File: config.mk
export PLATFORM = sky130hd
export DESIGN_NAME = delsig_serial_port
export DESIGN_NICKNAME = d
export VERILOG_FILES = /design/src/rtl/adcsp_pkg.sv /design/src/rtl/adcsp_sync.sv /design/src/rtl/adcsp_sck_gen.sv /design/src/rtl/adcsp_shifter.sv /design/src/rtl/delsig_serial_port.sv
export SDC_FILE = /design/constraint.sdc
export NUM_CORES = 1
export LEC_CHECK = 0
export BUFFER_PORTS_ARGS = -buffer_cell sky130_fd_sc_hd__buf_2
export CELL_PAD_IN_SITES_DETAIL_PLACEMENT = 0
export CELL_PAD_IN_SITES_GLOBAL_PLACEMENT = 1
export CORE_UTILIZATION = 47
export CTS_CLUSTER_DIAMETER = 120
export DETAILED_ROUTE_END_ITERATION = 12
export PLACE_DENSITY = 0.85
export SLEW_MARGIN = 20
export SYNTH_ARGS = -nofsm -noshare
export SYNTH_HDL_FRONTEND = slang
export SYNTH_SLANG_ARGS = --single-unit
File: constraint.sdc
create_clock -name clk -period 3.01 [get_ports clk]
set_input_delay 0.602 -clock clk [delete_from_list [all_inputs] [get_ports clk]]
set_output_delay 0.602 -clock clk [all_outputs]
set_load 0.02 [all_outputs]
File: src/rtl/adcsp_pkg.sv
package adcsp_pkg;

    typedef enum logic [2:0] {
        ST_CONVERT,
        ST_SLEEP,
        ST_EXT_SHIFT,
        ST_INT_WAIT,
        ST_INT_SHIFT
    } port_state_t;

    typedef enum logic [1:0] {
        PH_IDLE,
        PH_WAIT,
        PH_RUN
    } sck_phase_t;

endpackage

File: src/rtl/adcsp_sync.sv
module adcsp_sync #(
    parameter int             N       = 4,
    parameter logic [N-1:0]   RST_VAL = '0
) (
    input  logic         clk,
    input  logic         rst_n,
    input  logic [N-1:0] d,
    output logic [N-1:0] q
);

    logic [N-1:0] stage1;

    generate
        for (genvar i = 0; i < N; i++) begin : g_bit
            always_ff @(posedge clk or negedge rst_n) begin
                if (!rst_n) begin
                    stage1[i] <= RST_VAL[i];
                    q[i]      <= RST_VAL[i];
                end else begin
                    stage1[i] <= d[i];
                    q[i]      <= stage1[i];
                end
            end
        end
    endgenerate

endmodule

File: src/rtl/adcsp_sck_gen.sv
module adcsp_sck_gen
    import adcsp_pkg::*;
#(
    parameter int HALF  = 4,
    parameter int CNT_W = 11
) (
    input  logic             clk,
    input  logic             rst_n,
    input  logic             arm,
    input  logic             active,
    input  logic [CNT_W-1:0] wait_len,
    output logic             sck_lvl,
    output logic             rise_p,
    output logic             fall_p
);

    localparam logic [CNT_W-1:0] HALF_M1 = CNT_W'(HALF - 1);

    sck_phase_t       phase;
    logic [CNT_W-1:0] cnt;

    always_ff @(posedge clk or negedge rst_n) begin
        if (!rst_n) begin
            phase   <= PH_IDLE;
            cnt     <= '0;
            sck_lvl <= 1'b0;
            rise_p  <= 1'b0;
            fall_p  <= 1'b0;
        end else begin
            rise_p <= 1'b0;
            fall_p <= 1'b0;
            if (!active) begin
                phase   <= PH_IDLE;
                cnt     <= '0;
                sck_lvl <= 1'b0;
            end else if (arm) begin
                phase   <= PH_WAIT;
                cnt     <= wait_len - 1'b1;
                sck_lvl <= 1'b0;
            end else begin
                unique case (phase)
                    PH_IDLE: begin
                        cnt <= '0;
                    end
                    PH_WAIT: begin
                        if (cnt == '0) begin
                            phase   <= PH_RUN;
                            sck_lvl <= 1'b1;
                            rise_p  <= 1'b1;
                            cnt     <= HALF_M1;
                        end else begin
                            cnt <= cnt - 1'b1;
                        end
                    end
                    PH_RUN: begin
                        if (cnt == '0) begin
                            sck_lvl <= !sck_lvl;
                            rise_p  <= !sck_lvl;
                            fall_p  <= sck_lvl;
                            cnt     <= HALF_M1;
                        end else begin
                            cnt <= cnt - 1'b1;
                        end
                    end
                    default: phase <= PH_IDLE;
                endcase
            end
        end
    end

    // the clock line stays low for the whole wait after chip select falls
    a_r7_low_while_waiting: assert property (@(posedge clk) disable iff (!rst_n)
        (phase == PH_WAIT) |-> !sck_lvl);

    // a single generated edge per cycle, never both directions at once
    a_r8_single_edge: assert property (@(posedge clk) disable iff (!rst_n)
        !(rise_p && fall_p));

endmodule

File: src/rtl/adcsp_shifter.sv
module adcsp_shifter #(
    parameter int FRAME_W = 32,
    parameter int BIT_W   = 5
) (
    input  logic               clk,
    input  logic               rst_n,
    input  logic               load,
    input  logic [FRAME_W-2:0] load_val,
    input  logic               rise,
    input  logic               fall,
    input  logic               sdi,
    output logic               tx_msb,
    output logic               last_fall,
    output logic [FRAME_W-1:0] rx_word,
    output logic               rx_valid
);

    localparam logic [BIT_W-1:0] LAST = BIT_W'(FRAME_W - 1);

    logic [FRAME_W-1:0] tx_sr;
    logic [FRAME_W-2:0] rx_sr;
    logic [BIT_W-1:0]   rcnt;
    logic [BIT_W-1:0]   fcnt;

    assign tx_msb    = tx_sr[FRAME_W-1];
    assign last_fall = fall && (fcnt == LAST);

    always_ff @(posedge clk or negedge rst_n) begin
        if (!rst_n) begin
            tx_sr    <= '0;
            rx_sr    <= '0;
            rcnt     <= '0;
            fcnt     <= '0;
            rx_word  <= '0;
            rx_valid <= 1'b0;
        end else if (load) begin
            tx_sr    <= {1'b0, load_val};
            rcnt     <= '0;
            fcnt     <= '0;
            rx_valid <= 1'b0;
        end else begin
            rx_valid <= 1'b0;
            if (rise) begin
                rx_sr <= {rx_sr[FRAME_W-3:0], sdi};
                if (rcnt == LAST) begin
                    rx_word  <= {rx_sr, sdi};
                    rx_valid <= 1'b1;
                    rcnt     <= '0;
                end else begin
                    rcnt <= rcnt + 1'b1;
                end
            end
            if (fall) begin
                tx_sr <= {tx_sr[FRAME_W-2:0], 1'b0};
                fcnt  <= (fcnt == LAST) ? '0 : fcnt + 1'b1;
            end
        end
    end

    // a captured word only ever follows a rising clock edge
    a_r5_valid_after_rise: assert property (@(posedge clk) disable iff (!rst_n)
        rx_valid |-> $past(rise));

    // the outgoing frame holds still between falling edges
    a_r4_hold_between_falls: assert property (@(posedge clk) disable iff (!rst_n)
        (!fall && !load) |=> $stable(tx_sr));

endmodule

File: src/rtl/delsig_serial_port.sv
module delsig_serial_port
    import adcsp_pkg::*;
#(
    parameter int FRAME_W  = 32,
    parameter int WAIT_INT = 1200,
    parameter int WAIT_EXT = 36,
    parameter int SCK_HALF = 50
) (
    input  logic               clk,
    input  logic               rst_n,
    input  logic               csn_pin,
    input  logic               sdi_pin,
    input  logic               sck_pin_in,
    input  logic               osc_sel,
    input  logic               conv_done,
    input  logic [FRAME_W-2:0] conv_result,
    output logic               sdo_out,
    output logic               sdo_oe,
    output logic               sck_out,
    output logic               sck_oe,
    output logic [FRAME_W-1:0] rx_word,
    output logic               rx_valid
);

    localparam int WMAX0 = (WAIT_INT > WAIT_EXT) ? WAIT_INT : WAIT_EXT;
    localparam int WMAX  = (WMAX0 > SCK_HALF) ? WMAX0 : SCK_HALF;
    localparam int CNT_W = $clog2(WMAX + 1);
    localparam int BIT_W = $clog2(FRAME_W);

    // synchronized pins: {osc, sck, sdi, csn}
    logic [3:0] pins_s;
    logic       cs_s, sdi_s, sck_s, osc_s;

    adcsp_sync #(.N(4), .RST_VAL(4'b0101)) u_sync (
        .clk   (clk),
        .rst_n (rst_n),
        .d     ({osc_sel, sck_pin_in, sdi_pin, csn_pin}),
        .q     (pins_s)
    );

    assign cs_s  = pins_s[0];
    assign sdi_s = pins_s[1];
    assign sck_s = pins_s[2];
    assign osc_s = pins_s[3];

    logic cs_q, sck_q;
    logic cs_fall, cs_rise, sck_rise, sck_fall;

    assign cs_fall  = cs_q && !cs_s;
    assign cs_rise  = !cs_q && cs_s;
    assign sck_rise = !sck_q && sck_s;
    assign sck_fall = sck_q && !sck_s;

    port_state_t        state, state_d;
    logic               mode_q, mode_now;
    logic [FRAME_W-2:0] res_q;

    logic               arm, gen_active, gen_lvl, gen_rise, gen_fall;
    logic               sh_load, sh_rise, sh_fall, tx_msb, last_fall;
    logic [FRAME_W-2:0] load_val;
    logic [CNT_W-1:0]   wait_len;
    logic               in_int, abort;

    assign mode_now = cs_fall ? sck_s : mode_q;
    assign in_int   = (state == ST_INT_WAIT) || (state == ST_INT_SHIFT);
    assign abort    = cs_rise && (in_int || (state == ST_EXT_SHIFT));
    assign wait_len = osc_s ? CNT_W'(WAIT_EXT) : CNT_W'(WAIT_INT);

    // next-state decision
    always_comb begin
        state_d = state;
        unique case (state)
            ST_CONVERT: begin
                if (conv_done) begin
                    if (!cs_s) state_d = mode_now ? ST_INT_WAIT : ST_EXT_SHIFT;
                    else       state_d = ST_SLEEP;
                end
            end
            ST_SLEEP: begin
                if (cs_fall) state_d = sck_s ? ST_INT_WAIT : ST_EXT_SHIFT;
            end
            ST_EXT_SHIFT: begin
                if (cs_rise)        state_d = ST_SLEEP;
                else if (last_fall) state_d = ST_CONVERT;
            end
            ST_INT_WAIT: begin
                if (cs_rise)       state_d = ST_SLEEP;
                else if (gen_rise) state_d = ST_INT_SHIFT;
            end
            ST_INT_SHIFT: begin
                if (cs_rise)        state_d = ST_SLEEP;
                else if (last_fall) state_d = ST_CONVERT;
            end
            default: state_d = ST_CONVERT;
        endcase
    end

    // state register and pin history
    always_ff @(posedge clk or negedge rst_n) begin
        if (!rst_n) begin
            state  <= ST_CONVERT;
            cs_q   <= 1'b1;
            sck_q  <= 1'b1;
            mode_q <= 1'b1;
            res_q  <= '0;
        end else begin
            state <= state_d;
            cs_q  <= cs_s;
            sck_q <= sck_s;
            if (cs_fall) mode_q <= sck_s;
            if ((state == ST_CONVERT) && conv_done) res_q <= conv_result;
        end
    end

    // outputs and datapath controls
    always_comb begin
        sdo_oe     = !cs_s;
        sdo_out    = (state == ST_CONVERT) ? 1'b1 : tx_msb;
        sck_oe     = in_int;
        arm        = (state_d == ST_INT_WAIT) && (state != ST_INT_WAIT);
        gen_active = arm || in_int;
        sh_load    = ((state == ST_CONVERT) && conv_done) || abort;
        load_val   = (state == ST_CONVERT) ? conv_result : res_q;
        sh_rise    = ((state == ST_EXT_SHIFT) && sck_rise) || (in_int && gen_rise);
        sh_fall    = ((state == ST_EXT_SHIFT) && sck_fall) || (in_int && gen_fall);
    end

    adcsp_sck_gen #(.HALF(SCK_HALF), .CNT_W(CNT_W)) u_sck_gen (
        .clk      (clk),
        .rst_n    (rst_n),
        .arm      (arm),
        .active   (gen_active),
        .wait_len (wait_len),
        .sck_lvl  (gen_lvl),
        .rise_p   (gen_rise),
        .fall_p   (gen_fall)
    );

    assign sck_out = gen_lvl;

    adcsp_shifter #(.FRAME_W(FRAME_W), .BIT_W(BIT_W)) u_shifter (
        .clk       (clk),
        .rst_n     (rst_n),
        .load      (sh_load),
        .load_val  (load_val),
        .rise      (sh_rise),
        .fall      (sh_fall),
        .sdi       (sdi_s),
        .tx_msb    (tx_msb),
        .last_fall (last_fall),
        .rx_word   (rx_word),
        .rx_valid  (rx_valid)
    );

    // the final falling edge of a frame restarts conversion
    a_r6_restart_after_frame: assert property (@(posedge clk) disable iff (!rst_n)
        (last_fall && !cs_rise) |=> (state == ST_CONVERT && !sck_oe));

    // releasing chip select during the wait returns to sleep
    a_r9_abort_to_sleep: assert property (@(posedge clk) disable iff (!rst_n)
        (state == ST_INT_WAIT && cs_rise) |=> (state == ST_SLEEP && !sck_oe));

    // a stray done strobe leaves the held result alone
    a_r10_result_held: assert property (@(posedge clk) disable iff (!rst_n)
        (state != ST_CONVERT && conv_done) |=> $stable(res_q));

    // the block takes the clock line with it held low
    a_r7_take_line_low: assert property (@(posedge clk) disable iff (!rst_n)
        $rose(sck_oe) |-> !sck_out);

    // conversion ending under a low chip select goes straight to readout
    a_r11_direct_readout: assert property (@(posedge clk) disable iff (!rst_n)
        (state == ST_CONVERT && conv_done && !cs_s)
        |=> (state == ST_EXT_SHIFT || state == ST_INT_WAIT));

endmodule

==> metrics.yaml, run 1 <==
final_layout:
  multi_input_area_um2: 2990
  final_nets: 750
  area_growth_pct: 16.3
  finalInstanceArea_um2: 8600
  drive_above_1_share_pct: 27.9
  fillers: 1272
  finalNonFillerCells: 928
  antenna_cells: 0
  seqCellArea_um2: 4190
sta:
  hold_slack_ns: 0.199
  rsz0062_at_grt: "no"
  fin_crit_ns: 2.69
  slew-limit-headroom_pct: 52.1
  fmax_mhz: 372
  worst_slew_pin_slew_ns: 0.718
  fin_ws_ns: 0.323
  finalSetupTns_ns: 0
  slew_violations: 0
  finalHoldViolations: 0
  fin_crit_sh_pct: 89.3
  finClkSkew_ns: 0.00649
  setup_viol: 0
logic_synthesis:
  synth_flop_cell: "dfrtp_1"
  synth_top_area_cell: "dfrtp_1"
  synth-seq-cells: 167
  yosysUniqueCellTypes: 50
  synth_edf_count: 0
  yosys_warnings: 0
  synth_area_per_cell_um2: 11.6
  synthTopCellsByCount: "dfrtp_1 (160), nand2_1 (85), mux2_2 (65)"
  synth.most_common_cell: "dfrtp_1"
  synth_seq_area_share_pct: 56.6
  synth.cell_area_um2: 7390
  netlist_instances: 636
  synth_fp_nets: 682
  synth_top_area_share_pct: 54.1
  async_reset_ff_share_pct: 100
  synthTopCellsByArea: "dfrtp_1 (54%), mux2_2 (9.9%), mux2_1 (4.4%)"
die:
  die_x_um: 127
  pin_count: 75
  start_util_pct: 48.5
  rows: 45
  die_y_um: 127
  die-area_um2: 16200
  core-area_um2: 15300
detailed_routing:
  via_per_inst: 5.38
  drt-total-wl_um: 14100
  dr.pass1.iters: 4
  wl_met3_um: 528
  dr.max_layer_used: "met4"
  avgRoutedWirePerCell_um: 15.2
  drc: 0
  met1_length_um: 6570
  drtIter0Drc: 289
  drtAntennaViolNets: 0
  dr_total_vias: 4988
  dr_wl_met2_um: 6860
critical_path:
  crit_type: "register to output pin"
  crit_chain: "nor2b_1, a21oi_1, buf_4, inv_1, buf_2"
  required_ns: 2.41
  max_stage_delay_ns: 0.52
  critPathTopFamily: "buffers and inverters"
  start_kind: "register"
  crit_path_top_delay_cell: "dfrtp_1"
  cp_num_buf_inv: 3
  cp-end-kind: "output pin"
  cp.arrival_ns: 2.09
  cp_max_fo: 12
clock_tree:
  cts.path.max_buffers: 2
  cts_resized: 0
  cts_made_buffers: 17
  htreeDepth: 4
  clkSinkCount: 167
  clk-insertion-delay-late_ns: 0.42
  tritoncts: "built"
  ctsHoldBuffers: 0
  cts.reportedPaths.clkPinSlew_ns: 0.07
  cts_root_buf: "clkbuf_16"
  post_cts_buffers: 0
placement:
  dp.cells: 896
  io_buffers: 74
  postPlaceCellArea_um2: 7980
  dp_hpwl_um: 9110
  pre_cts_ws_ns: 0.646
  gp_congestion: 0.899
grt:
  overflow: 0
  grt_pass1_wl_um: 24200
  grt_max_degree: 77
  grt_usage_pct: 18.8
  grt_pass1_vias: 4954
  antenna_found_initial: 0
min_path:
  min_path_type: "input pin to asynchronous set/reset pin"
power:
  peakVddDrop_v: 0.000491
  powerDensity_nw_per_um2: 885
  p_leak_nw: 4.08
run:
  cap_viol_max_count: 0
status:
  run_status: "completed"
## final timing paths
kind / startpoint / to / slack, ns / cells past startpoint
min in group clk: csn_pin / u_sync.stage1[0]$_DFF_PN1_ / 0.27 / 1
hold reg to reg: u_sync.stage1[3]$_DFF_PN0_ / u_sync.q[3]$_DFF_PN0_ / 0.35 / 0
max in group asynchronous: rst_n / cs_q$_DFF_PN1_ / 2.03 / 2
hold / removal: rst_n / u_shifter.tx_sr[23]$_DFFE_PN0P_ / 0.20 / 1
setup reg to reg: state[0]$_DFF_PN0_ / u_shifter.rx_sr[14]$_DFFE_PN0P_ / 0.62 / 5
setup / recovery: state[1]$_DFF_PN0_ / sck_oe / 0.32 / 5
## per-layer routing
| metal | track usage [%] | vias to the layer above |
|---|---|---|
| li1 | - | 2414 |
| met1 | 24.9 | 2471 |
| met2 | 30.8 | 90 |
| met3 | 4.65 | 13 |
| met4 | 5.67 | 0 |
| met5 | 0 | - |
## cells in the final DEF, fill, tap and decap left out, types with 4 or more instances in the layout
cell       instances
o221ai_1           4
a211oi_1          34
o21ai_0           18
mux2i_1            5
mux2_2            65
ha_1               8
inv_1             10
nor3_1            12
mux2_1            29
a21oi_1           19
nor2b_1           33
dfrtp_1          160
dfstp_2            7
nand2_1           85
a31oi_1           32
clkbuf_16         17
nand2b_1           4
nand3_1            9
buf_4             11
and2_1             6
buf_2             73
nor2_1            17
a21o_1             5
## cells by family (layout without fill, tap and decap cells)
logic type	count (synthesis)	after routing	synth area share (%)
compound gates	127	127	11.5
simple gates	186	186	12.2
buf+inv	48	129	3.16
xor+xnor	1	1	0.118
fa+ha+maj	8	8	1.35
mux	99	99	15.0
flops	167	167	56.6
## flip-flops by register name, indices dropped and copies added, names as in the netlist, 3 cells and up
register	count
u_sck_gen.cnt	11
u_sync.stage1	4
res_q	31
u_shifter.rx_word	32
u_shifter.tx_sr	32
state	3
u_shifter.rx_sr	31
u_shifter.rcnt	5
u_shifter.fcnt	5
u_sync.q	4
## cell type report
type	count	area share, %
timing repair buffer	87	5.80
multi-input combinational	421	34.7
clock buffer	18	5.11
tap	211	3.07
sequential	167	48.7
inverter	10	0.436
clock inverter	14	2.15
## through the flow
stage               power, mW  utilization [%]
CTS                      7.69             56.4
finish                   7.61             56.4
global placement         5.28             52.3
global route             8.12             56.4
detailed placement       5.39             52.3
floorplan                4.86                -
## where the power goes
group          switching [mW]  total (mW)  internal, mW
combinational            1.21        2.19         0.977
clock                   0.965        2.25          1.29
sequential              0.356        3.17          2.82
No activity file was read; power rests on OpenSTA's default activity.
==> run 2: changes to the inputs <==
- CORE_UTILIZATION: 47 -> 35
- CTS_CLUSTER_SIZE: not set -> 8
- PLACE_DENSITY: 0.85 -> 0.68
==> metrics.yaml, run 2 (same netlist as run 1, synthesis figures left out) <==
power:
  internal_power_mw: 4.94
  power.share.switching_pct: 34.6
  peakVddDrop_v: 0.000385
  power_switching_mw: 2.62
  power.share.combinational_pct: 29.5
  power.share.sequential_pct: 41.9
  powerDensity_nw_per_um2: 869
  power.share.clock_pct: 28.7
  p_leak_nw: 4.09
  totalPowerFinal_mw: 7.56
min_path:
  min_path_type: "input pin to asynchronous set/reset pin"
clock_tree:
  clk-insertion-delay-late_ns: 0.43
  tritoncts: "built"
  cts.reportedPaths.clkPinSlew_ns: 0.08
  cts_root_buf: "clkbuf_16"
  cts_made_buffers: 17
  htreeDepth: 4
  clkSinkCount: 167
  cts_resized: 0
  ctsHoldBuffers: 0
  post_cts_buffers: 0
  cts.path.max_buffers: 2
grt:
  grt_pass1_vias: 5170
  antenna_found_initial: 0
  busiest_layer: "met2"
  grt_max_degree: 54
  overflow: 0
  grtUsageMet3_pct: 3.70
  grt.met1_usage_pct: 19.3
  grt_pass1_wl_um: 25900
  grt_usage_pct: 14.9
  gr-usage-met2_pct: 24.2
detailed_routing:
  via_per_inst: 5.11
  drt-total-wl_um: 14800
  avgRoutedWirePerCell_um: 15.0
  drtAntennaViolNets: 0
  dr_total_vias: 5061
  drc: 0
  drtIter0Drc: 234
  dr.pass1.iters: 5
sta:
  fin_crit_ns: 2.66
  finClkSkew_ns: 0.0144
  finalHoldViolations: 0
  rsz0062_at_grt: "no"
  finalSetupTns_ns: 0
  worst_slew_pin_slew_ns: 0.727
  setup_viol: 0
  fin_ws_ns: 0.347
  slew-limit-headroom_pct: 51.4
  slew_violations: 0
  fmax_mhz: 375
  fin_crit_sh_pct: 88.5
critical_path:
  cp.arrival_ns: 2.06
  r2r_cells: 5
  reg2reg_from: "state[1]$_DFF_PN0_"
  start_kind: "register"
  reg2reg_slack_ns: 0.59
  cp-end-kind: "output pin"
  required_ns: 2.41
  cp_max_fo: 12
  r2r-end: "u_sck_gen.cnt[1]$_DFFE_PN0P_"
  crit_type: "register to output pin"
run:
  cap_viol_max_count: 0
final_layout:
  final_nets: 752
  fillers: 1945
  finalInstanceArea_um2: 8700
  reg_top3: "u_shifter.rx_word x32, u_shifter.tx_sr x32"
  area_growth_pct: 17.6
  final_common_cell: "dfrtp_1"
  layout_common_cells: "dfrtp_1 (160), nand2_1 (85), buf_2 (73)"
  drive_above_1_share_pct: 28.1
placement:
  io_buffers: 74
  dp_hpwl_um: 9720
  pre_cts_ws_ns: 0.571
  gp_congestion: 0.817
  postPlaceCellArea_um2: 8090
die:
  die_y_um: 147
  pin_count: 75
  die-area_um2: 21700
  die_x_um: 147
  start_util_pct: 36.1
  core-area_um2: 20500
  rows: 52
status:
  run_status: "completed"
## run 2: worst max-delay path by stage
stage | to | slack [ns] | startpoint
after floorplan | sdo_out | 0.70 | state[0]$_DFF_PN0_
after global placement | u_shifter.rx_sr[11]$_DFFE_PN0P_ | 0.69 | state[0]$_DFF_PN0_
after detailed placement | u_sck_gen.cnt[1]$_DFFE_PN0P_ | 0.57 | state[1]$_DFF_PN0_
after CTS | sck_oe | 0.34 | state[1]$_DFF_PN0_
after global routing | sck_oe | 0.18 | state[1]$_DFF_PN0_
final | sck_oe | 0.35 | state[1]$_DFF_PN0_
## run 2: final cells by class
class	instances	area [um^2]	share of cell area, %
well taps	270	338	3.88
multi-input cells	421	2990	34.4
clock inverters	15	178	2.04
clock buffers	17	425	4.89
repair buffers	89	539	6.20
diodes	1	2.50	0.0288
inverters	10	37.5	0.432
flip-flops and latches	167	4190	48.2
## run 2: worst max-delay path: stages (launching register included)
cell	delay [ns]
dfrtp_1	0.51
nor2b_1	0.39
a21oi_1	0.12
buf_4	0.21
inv_1	0.19
buf_2	0.21
## run 2: per-stage QoR
stage                     hold slack, ns  util (%)  instances
final                              0.111      42.4        990
after floorplan                    0.306         -        636
after global routing               0.139      42.4        989
after detailed placement           0.335      39.5        957
after global placement             0.333      39.5        957
after CTS                          0.135      42.4        989
## run 2: metal layers
metal	vias up	share of wire, %
met2	90	49
met4	0	1.3
met5	-	0
met3	16	3.7
li1	2409	-
met1	2546	47
## run 2: power by group through the flow
stage / Sequential [mW] / Combinational (mW) / Clock (mW)
2_1_floorplan: 3.08 / 1.78 / 0
3_3_place_gp: 3.17 / 2.18 / 0
3_5_place_dp: 3.20 / 2.24 / 0
4_1_cts: 3.16 / 2.26 / 2.22
5_1_grt: 3.25 / 2.53 / 2.33
6_report: 3.16 / 2.23 / 2.17
